==> src/rtl/wis_pkg.sv <==
package wis_pkg;
   // index width helper: at least one bit, even for a single element
   function automatic int idx_w(input int n);
      return (n <= 2) ? 1 : $clog2(n);
   endfunction
endpackage

==> src/rtl/wis_fifo.sv <==
module wis_fifo #(
   parameter int DEPTH = 4,
   parameter int DW    = 8,
   localparam int PW   = wis_pkg::idx_w(DEPTH),
   localparam int CW   = wis_pkg::idx_w(DEPTH + 1)
) (
   input  logic          clk,
   input  logic          rst_n,
   input  logic          push,
   input  logic [DW-1:0] din,
   input  logic          pop,
   output logic [DW-1:0] dout,
   output logic [CW-1:0] cnt,
   output logic          full,
   output logic          empty
);
   logic [DW-1:0] mem [DEPTH];
   logic [PW-1:0] rd_ptr, wr_ptr, rd_nxt, wr_nxt;

   generate
      if (DEPTH == 1) begin : g_single
         assign rd_nxt = '0;
         assign wr_nxt = '0;
      end else begin : g_ring
         assign rd_nxt = (rd_ptr == PW'(DEPTH - 1)) ? '0 : rd_ptr + PW'(1);
         assign wr_nxt = (wr_ptr == PW'(DEPTH - 1)) ? '0 : wr_ptr + PW'(1);
      end
   endgenerate

   always_ff @(posedge clk or negedge rst_n) begin
      if (!rst_n) begin
         rd_ptr <= '0;
         wr_ptr <= '0;
         cnt    <= '0;
      end else begin
         if (push) wr_ptr <= wr_nxt;
         if (pop)  rd_ptr <= rd_nxt;
         case ({push, pop})
            2'b10:   cnt <= cnt + CW'(1);
            2'b01:   cnt <= cnt - CW'(1);
            default: cnt <= cnt;
         endcase
      end
   end

   always_ff @(posedge clk) begin
      if (push) mem[wr_ptr] <= din;
   end

   assign dout  = mem[rd_ptr];
   assign full  = (cnt == CW'(DEPTH));
   assign empty = (cnt == '0);
endmodule

==> src/rtl/wis_scoreboard.sv <==
module wis_scoreboard #(
   parameter int NW  = 4,
   parameter int NR  = 32,
   localparam int WW = wis_pkg::idx_w(NW),
   localparam int RW = wis_pkg::idx_w(NR),
   localparam int NB = NW * NR
) (
   input  logic                  clk,
   input  logic                  rst_n,
   input  logic [NW-1:0]         hd_has_dst,
   input  logic [NW-1:0][RW-1:0] hd_dst,
   input  logic [NW-1:0][RW-1:0] hd_sa,
   input  logic [NW-1:0][RW-1:0] hd_sb,
   output logic [NW-1:0]         hazard,
   input  logic                  set_en,
   input  logic [WW-1:0]         set_warp,
   input  logic [RW-1:0]         set_reg,
   input  logic                  clr_en,
   input  logic [WW-1:0]         clr_warp,
   input  logic [RW-1:0]         clr_reg,
   output logic [NB-1:0]         busy
);
   logic [NB-1:0] set_m, clr_m;

   // per-warp hazard test on the head entry, using that warp's own bits
   generate
      for (genvar w = 0; w < NW; w++) begin : g_haz
         logic sa_hit, sb_hit, d_hit;
         assign sa_hit = busy[w*NR + int'(hd_sa[w])];
         assign sb_hit = busy[w*NR + int'(hd_sb[w])];
         assign d_hit  = hd_has_dst[w] & busy[w*NR + int'(hd_dst[w])];
         assign hazard[w] = sa_hit | sb_hit | d_hit;
      end
   endgenerate

   always_comb begin
      set_m = '0;
      clr_m = '0;
      if (set_en) set_m[int'(set_warp)*NR + int'(set_reg)] = 1'b1;
      if (clr_en) clr_m[int'(clr_warp)*NR + int'(clr_reg)] = 1'b1;
   end

   // a reservation overrides a release of the same bit
   always_ff @(posedge clk or negedge rst_n) begin
      if (!rst_n) busy <= '0;
      else        busy <= (busy & ~clr_m) | set_m;
   end
endmodule

==> src/rtl/wis_first_pick.sv <==
module wis_first_pick #(
   parameter int N   = 4,
   localparam int IW = wis_pkg::idx_w(N)
) (
   input  logic [N-1:0]  req,
   output logic [N-1:0]  grant,
   output logic          any,
   output logic [IW-1:0] idx
);
   always_comb begin
      idx = '0;
      for (int i = N - 1; i >= 0; i--) begin
         if (req[i]) idx = IW'(i);
      end
      any   = |req;
      grant = '0;
      grant[idx] = any;
   end
endmodule

==> src/rtl/warp_issue_sb.sv <==
module warp_issue_sb #(
   parameter int NUM_WARPS = 4,
   parameter int BUF_DEPTH = 4,
   parameter int NUM_REGS  = 32,
   parameter int TAG_W     = 8,
   localparam int WW       = wis_pkg::idx_w(NUM_WARPS),
   localparam int RW       = wis_pkg::idx_w(NUM_REGS)
) (
   input  logic          clk,
   input  logic          rst_n,
   input  logic          in_valid,
   output logic          in_ready,
   input  logic [WW-1:0] in_warp,
   input  logic          in_has_dst,
   input  logic [RW-1:0] in_dst,
   input  logic [RW-1:0] in_src_a,
   input  logic [RW-1:0] in_src_b,
   input  logic [TAG_W-1:0] in_tag,
   output logic          out_valid,
   output logic [WW-1:0] out_warp,
   output logic          out_has_dst,
   output logic [RW-1:0] out_dst,
   output logic [TAG_W-1:0] out_tag,
   input  logic          cmt_valid,
   input  logic [WW-1:0] cmt_warp,
   input  logic [RW-1:0] cmt_dst
);
   localparam int EW = 1 + 3*RW + TAG_W;
   localparam int CW = wis_pkg::idx_w(BUF_DEPTH + 1);
   localparam int NB = NUM_WARPS * NUM_REGS;

   generate
      if (NUM_WARPS < 1 || BUF_DEPTH < 1 || NUM_REGS < 2 || TAG_W < 1) begin : g_bad_cfg
         $error("warp_issue_sb: illegal parameter set");
      end
   endgenerate

   logic [EW-1:0] in_ent;
   logic [NUM_WARPS-1:0][EW-1:0] head;
   logic [NUM_WARPS-1:0] full, empty, haz, elig, grant, push;
   logic [NUM_WARPS-1:0] hd_has_dst;
   logic [NUM_WARPS-1:0][RW-1:0] hd_dst, hd_sa, hd_sb;
   logic [NUM_WARPS-1:0][TAG_W-1:0] hd_tag;
   logic [NUM_WARPS*CW-1:0] occ;
   logic [NB-1:0] sb_busy;
   logic [WW-1:0] pick_idx;
   logic pick_any;

   assign in_ent   = {in_has_dst, in_dst, in_src_a, in_src_b, in_tag};
   assign in_ready = ~full[in_warp];

   generate
      for (genvar w = 0; w < NUM_WARPS; w++) begin : g_warp
         logic [CW-1:0] cnt_w;
         assign push[w] = in_valid & in_ready & (in_warp == WW'(w));

         wis_fifo #(.DEPTH(BUF_DEPTH), .DW(EW)) u_buf (
            .clk   (clk),
            .rst_n (rst_n),
            .push  (push[w]),
            .din   (in_ent),
            .pop   (grant[w]),
            .dout  (head[w]),
            .cnt   (cnt_w),
            .full  (full[w]),
            .empty (empty[w])
         );

         assign occ[w*CW +: CW] = cnt_w;
         assign hd_has_dst[w]   = head[w][EW-1];
         assign hd_dst[w]       = head[w][EW-2 -: RW];
         assign hd_sa[w]        = head[w][EW-2-RW -: RW];
         assign hd_sb[w]        = head[w][EW-2-2*RW -: RW];
         assign hd_tag[w]       = head[w][TAG_W-1:0];
      end
   endgenerate

   wis_scoreboard #(.NW(NUM_WARPS), .NR(NUM_REGS)) u_sb (
      .clk        (clk),
      .rst_n      (rst_n),
      .hd_has_dst (hd_has_dst),
      .hd_dst     (hd_dst),
      .hd_sa      (hd_sa),
      .hd_sb      (hd_sb),
      .hazard     (haz),
      .set_en     (out_valid & out_has_dst),
      .set_warp   (out_warp),
      .set_reg    (out_dst),
      .clr_en     (cmt_valid),
      .clr_warp   (cmt_warp),
      .clr_reg    (cmt_dst),
      .busy       (sb_busy)
   );

   assign elig = ~empty & ~haz;

   wis_first_pick #(.N(NUM_WARPS)) u_pick (
      .req   (elig),
      .grant (grant),
      .any   (pick_any),
      .idx   (pick_idx)
   );

   assign out_valid   = pick_any;
   assign out_warp    = pick_idx;
   assign out_has_dst = hd_has_dst[pick_idx];
   assign out_dst     = hd_dst[pick_idx];
   assign out_tag     = hd_tag[pick_idx];
endmodule

==> config.mk <==
export PLATFORM = sky130hd
export DESIGN_NAME = warp_issue_sb
export DESIGN_NICKNAME = d
export VERILOG_FILES = /design/src/rtl/wis_pkg.sv /design/src/rtl/wis_fifo.sv /design/src/rtl/wis_scoreboard.sv /design/src/rtl/wis_first_pick.sv /design/src/rtl/warp_issue_sb.sv
export SDC_FILE = /design/constraint.sdc
export NUM_CORES = 1
export LEC_CHECK = 0
export BUFFER_PORTS_ARGS = -buffer_cell sky130_fd_sc_hd__buf_4
export CORE_MARGIN = 5
export CORE_UTILIZATION = 35
export CTS_BUF_LIST = sky130_fd_sc_hd__clkbuf_8 sky130_fd_sc_hd__clkbuf_16
export DETAILED_ROUTE_END_ITERATION = 8
export GPL_ROUTABILITY_DRIVEN = 0
export HOLD_SLACK_MARGIN = 0.02
export PLACE_DENSITY_LB_ADDON = 0.12
export SLEW_MARGIN = 25
export SYNTH_ARGS = -nofsm -noshare
export SYNTH_HDL_FRONTEND = slang
export SYNTH_SLANG_ARGS = --single-unit
==> constraint.sdc <==
create_clock -name clk -period 14.5 [get_ports clk]
set_input_delay 3.625 -clock clk [delete_from_list [all_inputs] [get_ports clk]]
set_output_delay 3.625 -clock clk [all_outputs]
set_load 0.005 [all_outputs]
Word-level counts from Yosys, hierarchy flattened
Memory sizes are Yosys's and may differ from the RTL's.
Index checks and enable logic that the tools add are counted.
- memory bits (writable): 384
- bits of input ports: 37
- logic and storage cells: 198
- bits in registers: 156
- output and inout port bits: 18
- memories kept: 4
- reductions and logical operators: 13
- eq/ne operators: 23
- bitwise operators: 26
- add/subtract/negate cells: 27
- $lt $le $gt $ge: 19
- mux-type cells: 73
- memories (memory ; depth ; bits a word ; read ports ; clocked after Yosys merged registers in ; write ports ; line ; RTL):
    g_warp[0].u_buf.mem ; 4 ; 24 ; 1 ; 0 ; 1 ; wis_fifo.sv:17 ; logic [DW-1:0] mem [DEPTH];
    g_warp[1].u_buf.mem ; 4 ; 24 ; 1 ; 0 ; 1 ; wis_fifo.sv:17 ;
    g_warp[2].u_buf.mem ; 4 ; 24 ; 1 ; 0 ; 1 ; wis_fifo.sv:17 ;
    g_warp[3].u_buf.mem ; 4 ; 24 ; 1 ; 0 ; 1 ; wis_fifo.sv:17 ;
- operators with widths (operator ; number):
    32-bit by 9-bit < comparator with 1-bit output (second input constant) ; 11
    128-bit 2-to-1 mux ; 2
    128-bit bitwise AND ; 1
    128-bit NOT ; 1
    128-bit bitwise OR ; 1
    32-bit by 1-bit greater-or-equal comparator with 1-bit output (second input constant) ; 2
    1-bit binary-select mux with 7-bit select ; 9
    7-bit by 5-bit adder with 8-bit output (first input constant) ; 6
    1-bit 2-to-1 mux ; 34
    2-bit == test (second input constant) ; 14
    5-bit by 8-bit < comparator with 1-bit output (second input constant) ; 3
    2-bit 2-to-1 mux ; 12
    3-bit one-hot mux with 2 select lines ; 4
    6-bit by 5-bit adder with 7-bit output (first input constant) ; 3
    2-bit by 1-bit adder with 2-bit output (second input constant) ; 8
    7-bit by 5-bit adder with 8-bit output ; 2
    8-bit binary-select mux with 2-bit select ; 1
    1-bit binary-select mux with 5-bit select ; 3
    1-bit demux with 7-bit select ; 2
    3-bit by 1-bit adder with 3-bit output (second input constant) ; 4
    3-bit == test (second input constant) ; 4
    3-bit zero test ; 4
    3-bit by 1-bit subtractor with 3-bit output (second input constant) ; 4
    1-bit bitwise AND ; 10
    other kinds (16) ; 36

Logic depth before layout (Yosys ltp)
An unclocked memory read counts as a cell.
- depth after elaboration: 22
- depth in mapped cells: 22

Hierarchy
Synthesis repeated with hierarchy kept, for this count alone.
- cell total of the unflattened synthesis: 1430
- area, all modules: 24397.1 um2
- modules (own cells, without submodules) (module ; seq. area each (um2) ; instances ; area each (um2) ; cells an instance):
    wis_fifo ; 3057.9 ; 4 ; 3927.5 ; 164
    wis_scoreboard ; 3203.1 ; 1 ; 8154.1 ; 734
    warp_issue_sb ; 0.0 ; 1 ; 483.0 ; 29
    wis_first_pick ; 0.0 ; 1 ; 50.0 ; 11

Least setup slack after synthesis
Ideal clock, no wire load.
- kind: input-to-output
- start: input in_warp[1]
- end: output in_ready
- arrival: 4115 ps
- cell stages on the path: 1
- buffers on the path: 0
- setup slack: 6760 ps
- data required time: 10875 ps
- cells stage by stage: mux4_2
- cells in the longest elaborated chain, start to end: 3
- ends and longest elaborated chain (element ; line ; RTL):
    from (decl) ; warp_issue_sb.sv:13 ; input logic [WW-1:0] in_warp,
    1-bit binary-select mux with 2-bit select ; warp_issue_sb.sv:50 ; assign in_ready = ~full[in_warp];
    1-bit 2-to-1 mux (not written as such) ; warp_issue_sb.sv:50 ;
    1-bit NOT ; warp_issue_sb.sv:50 ;
    to (decl) ; warp_issue_sb.sv:12 ; output logic in_ready,
Every way passes these cells. The select of a mux whose other input is x is not followed.

Final worst setup path
- start: register g_warp[0].u_buf.rd_ptr[0]
- end: output out_tag[6]
- cells in the longest elaborated chain, start to end: 10
- ends and longest elaborated chain (element ; line ; RTL):
    from (decl) ; wis_fifo.sv:18 ; logic [PW-1:0] rd_ptr, wr_ptr, rd_nxt, wr_nxt;
    from (signal assigned) ; wis_fifo.sv:37 ; if (pop) rd_ptr <= rd_nxt;
    memory read 4 x 24 bit (*) ; - ;
    1-bit binary-select mux with 5-bit select, on equally long branches ; wis_scoreboard.sv:29, wis_scoreboard.sv:30, wis_scoreboard.sv:31 ;
    1-bit 2-to-1 mux, on equally long branches ; wis_scoreboard.sv:29, wis_scoreboard.sv:30, wis_scoreboard.sv:31 ;
    1-bit bitwise OR / 1-bit bitwise AND (equally long branches) ; wis_scoreboard.sv:32, wis_scoreboard.sv:31 ;
    1-bit bitwise OR ; wis_scoreboard.sv:32 ; assign hazard[w] = sa_hit | sb_hit | d_hit;
    4-bit NOT ; warp_issue_sb.sv:95 ; assign elig = ~empty & ~haz;
    4-bit bitwise AND ; warp_issue_sb.sv:95 ;
    2-bit 2-to-1 mux ; wis_first_pick.sv:13 ; if (req[i]) idx = IW'(i);
    8-bit binary-select mux with 2-bit select (*) ; warp_issue_sb.sv:108 ; assign out_tag = hd_tag[pick_idx];
    8-bit 2-to-1 mux (not written as such) (*) ; warp_issue_sb.sv:108 ;
    to (decl) ; warp_issue_sb.sv:23 ; output logic [TAG_W-1:0] out_tag,
Every way passes the cells marked *; elsewhere a longest branch is shown, timed or not. The select of a mux whose other input is x is not followed.

==> impl_results.md <==
- Ys flop type: edfxtp_1
- Cell taking the most area after synthesis: edfxtp_1
- Std cell rows: 98
- Layout Area Growth over Synthesis: 12.7%
- Vertical extent of the die: 279 microns
- Internal power contribution: 3.56 mW
- Overall die width: 279 microns
- Detailed-router iteration count before antenna repair: 5
- CTS tree: built
- Io pins: 55
- Number of antenna violations at the first check in global routing: 3
- Drt total wl: 75500 microns
- Standard cell core area: 71700 sq um
- CP required: 10.88 ns
- Clock latency of the later-clocked register in the worst-skew pair: 0.64 ns
- Fillers: 6702
- Classification of the worst-slack hold path: reg -> reg
- Total Routing Usage GR: 19.2%
- Post-layout minimum cycle time: 10.05 ns
- Number of flops mapped to enable cells by yosys: 384
- Post-Route Skew: 0.0370 ns
- Clock sink count: 540
- Peak ir drop on the vdd network: 180 uV
- Leak Pwr: 9.81 nW
- Status: finished clean
- Area taken by flip-flops and latches: 15400 sq um
- Number of design-rule violations left by the first detailed-router iteration: 1553
- Detailed placement HPWL: 52000 microns
- Unrepaired setup endpoints after global routing: no
- Depth of the CTS H-tree: 2
- Initial core utilization: 35.4%
- Total via count after detailed routing: 16000
- Global-route congestion overflow total: 0
- Psw: 2.41 mW
- Library cells used by synthesis: 81
- Setup crit start kind: flop
- Library cell used as clock root buffer: clkbuf_16
- Final Util: 39.9%
- CTS-repair resized insts: 0
- Count of pins over their slew limit: 0
- DRC violations left: 0
- Clk network pwr share: 24.5%
- Least-Margin Pin Slew: 1.02 ns
- Post-synth net total: 1817
- Total power density per cell area: 209 nW/um^2
- Combined area of all synthesized cells: 25400 sq um
- Routed length per placed instance: 27.0 microns
- Synth top area share: 45.4%
- Fraction of the cycle the final worst path needs: 69.3%
- Sequential group share of total power: 34.6%
- Count of warnings emitted by yosys: 0
- Setup violation total in the final timing report: 0
- Wire length of the first global-routing pass: 112000 microns
- Number of global-route vias before repair: 16300
- Critical path endpoint category: output port
- Total setup buffers inserted after CTS: 0
- Power consumption: 5.98 mW
- Share of cells above drive strength 1: 18.3%
- Count of mapped cells out of synthesis: 1752
- Die area: 78000 sq um
- Fraction of the yosys area taken by sequential cells: 60.8%
- Maximum buffer depth of the clock tree: 3
- Summed negative setup slack over all endpoints: 0 ns
- Switching share of power: 40.4%
- Total of hold buffers inserted after clock tree synthesis: 0
- CP Max Fanout: 27
- Worst path setup slack after routing: 4.45 ns
- Dominant cells by area after synthesis: edfxtp_1 (45%), dfrtp_1 (15%), mux4_2 (9.4%)
- Vias per std cell: 5.72
- Arrival time of data at the critical path endpoint: 6.43 ns
- Maximum clock rate: 99.5 MHz
- Worst-path clk slew: 0.07 ns
- Multi-input gate area: 9290 sq um
- Total number of nets in the final design: 1862
- Slew HR: 32.0%
- Per-instance average area after synthesis: 14.5 sq um
- Maximum Capacitance Violations: 0
- Post-synthesis async set-or-reset flop share: 28.9%
- Worst hold-check slack: 0.497 ns
- Largest net degree at the start of global routing: 100
- Crit Path Category: reg -> out
- Logic pwr share: 40.9%
- Cts bufs inserted: 58
- Final antenna-violating net count: 0
- Count of state elements after synthesis: 540
- Hold Violations, Final: 0
- Worst-case setup slack after placement: 5.15 ns
- I/O Buffers: 54
[worst paths after layout]
path | slack (ns) | start | cells after the start | to
setup reg to reg | 7.95 | g_warp[0].u_buf.rd_ptr[0]$_DFFE_PN0P_ | 13 | u_sb.busy[125]$_DFF_PN0_
hold / removal | 0.50 | g_warp[1].u_buf.cnt[2]$_DFFE_PN0P_ | 1 | g_warp[1].u_buf.cnt[2]$_DFFE_PN0P_
hold reg to reg | 0.50 | g_warp[1].u_buf.cnt[2]$_DFFE_PN0P_ | 1 | g_warp[1].u_buf.cnt[2]$_DFFE_PN0P_
min in group asynchronous | 3.06 | rst_n | 1 | u_sb.busy[41]$_DFF_PN0_
setup / recovery | 4.45 | g_warp[0].u_buf.rd_ptr[0]$_DFFE_PN0P_ | 14 | out_tag[6]
max in group asynchronous | 10.06 | rst_n | 2 | g_warp[2].u_buf.rd_ptr[0]$_DFFE_PN0P_
[cell families after synthesis]
logic type | share of synthesized area [%]
multiplexers | 17.3
AND/OR/NAND/NOR | 6.84
XOR/XNOR | 0.414
adder cells (fa/ha/maj) | 1.50
AO/OA/AOI/OAI | 10.4
buffers and inverters | 2.69
flip-flops | 60.8
[flip-flops by register name, summed over array words and instances, names as in the netlist]
| register | count |
|---|---|
| g_warp.u_buf.mem | 384 |
| u_sb.busy | 128 |
| g_warp.u_buf.cnt | 12 |
| g_warp.u_buf.rd_ptr | 8 |
| g_warp.u_buf.wr_ptr | 8 |
[layer usage]
| metal | track usage, % | wire length, microns | vias up |
|---|---|---|---|
| li1 | - | - | 7009 |
| met3 | 3.66 | 4880 | 109 |
| met5 | 0 | 0 | - |
| met1 | 27.5 | 33800 | 8346 |
| met4 | 5.69 | 2200 | 0 |
| met2 | 30.0 | 34600 | 521 |
[cell type report]
cell class / count / area share (%)
Clock buffer: 61 / 5.22
Tap cell: 950 / 4.15
Clock inverter: 47 / 1.40
Timing Repair Buffer: 84 / 2.24
Multi-Input combinational cell: 1072 / 32.5
Sequential cell: 540 / 54.0
Inverter: 41 / 0.542
Antenna cell: 1 / 0.00875
[through the flow]
stage,cells,cell area [sq um]
6_report,2796,28600
5_1_grt,2795,28600
3_5_place_dp,2687,26700
4_1_cts,2795,28600
3_3_place_gp,2686,26700
2_1_floorplan,1752,25400
[critical path, stage by stage, from the launching register on]
cell and delay (ns):
dfrtp_2 0.97, mux4_2 0.84, mux2_4 0.37, o311ai_1 0.23, a211o_1 0.13, and4_1 0.18, nand4_1 0.07, or4_1 0.84
clkinv_2 0.27, nor2_1 0.10, nand2_1 0.59, inv_1 0.54, a22oi_1 0.31, nand3_1 0.13, buf_4 0.16
[cells in the mapped netlist, types with 37 or more instances]
master	instances
buf_2	38
o21ai_0	188
inv_1	40
edfxtp_1	384
nand2_1	91
dfrtp_1	156
clkbuf_1	37
o31ai_1	59
nand3_1	58
mux2i_1	181
mux4_2	106
a22oi_1	37
[placed cells by master (no fill, tap or decap), types with 10 or more instances in the layout]
| master | instances |
|---|---|
| o31ai_1 | 59 |
| a22oi_1 | 37 |
| o21ai_0 | 188 |
| mux2_2 | 13 |
| o41ai_1 | 13 |
| o21ai_1 | 10 |
| nand2b_1 | 10 |
| clkinv_2 | 15 |
| nand2_1 | 89 |
| inv_1 | 51 |
| nand3b_1 | 17 |
| clkbuf_16 | 58 |
| mux2i_1 | 181 |
| dfrtp_1 | 152 |
| nor3_1 | 10 |
| o31ai_2 | 11 |
| nand3_1 | 58 |
| mux4_2 | 106 |
| nor2_1 | 28 |
| edfxtp_1 | 384 |
| ha_1 | 24 |
| nor2b_1 | 28 |
| a21oi_1 | 16 |
| and2_1 | 21 |
| clkinv_1 | 10 |
| buf_4 | 82 |
| nand4_1 | 11 |
[power groups by stage]
stage / clock, mW / sequential (mW) / combinational [mW]
floorplan: 0 / 1.96 / 1.73
global placement: 0 / 2.10 / 2.40
detailed placement: 0 / 2.09 / 2.43
CTS: 1.50 / 2.07 / 2.43
global route: 1.57 / 2.09 / 2.64
finish: 1.46 / 2.07 / 2.44
No activity file was read; power rests on OpenSTA's default activity.
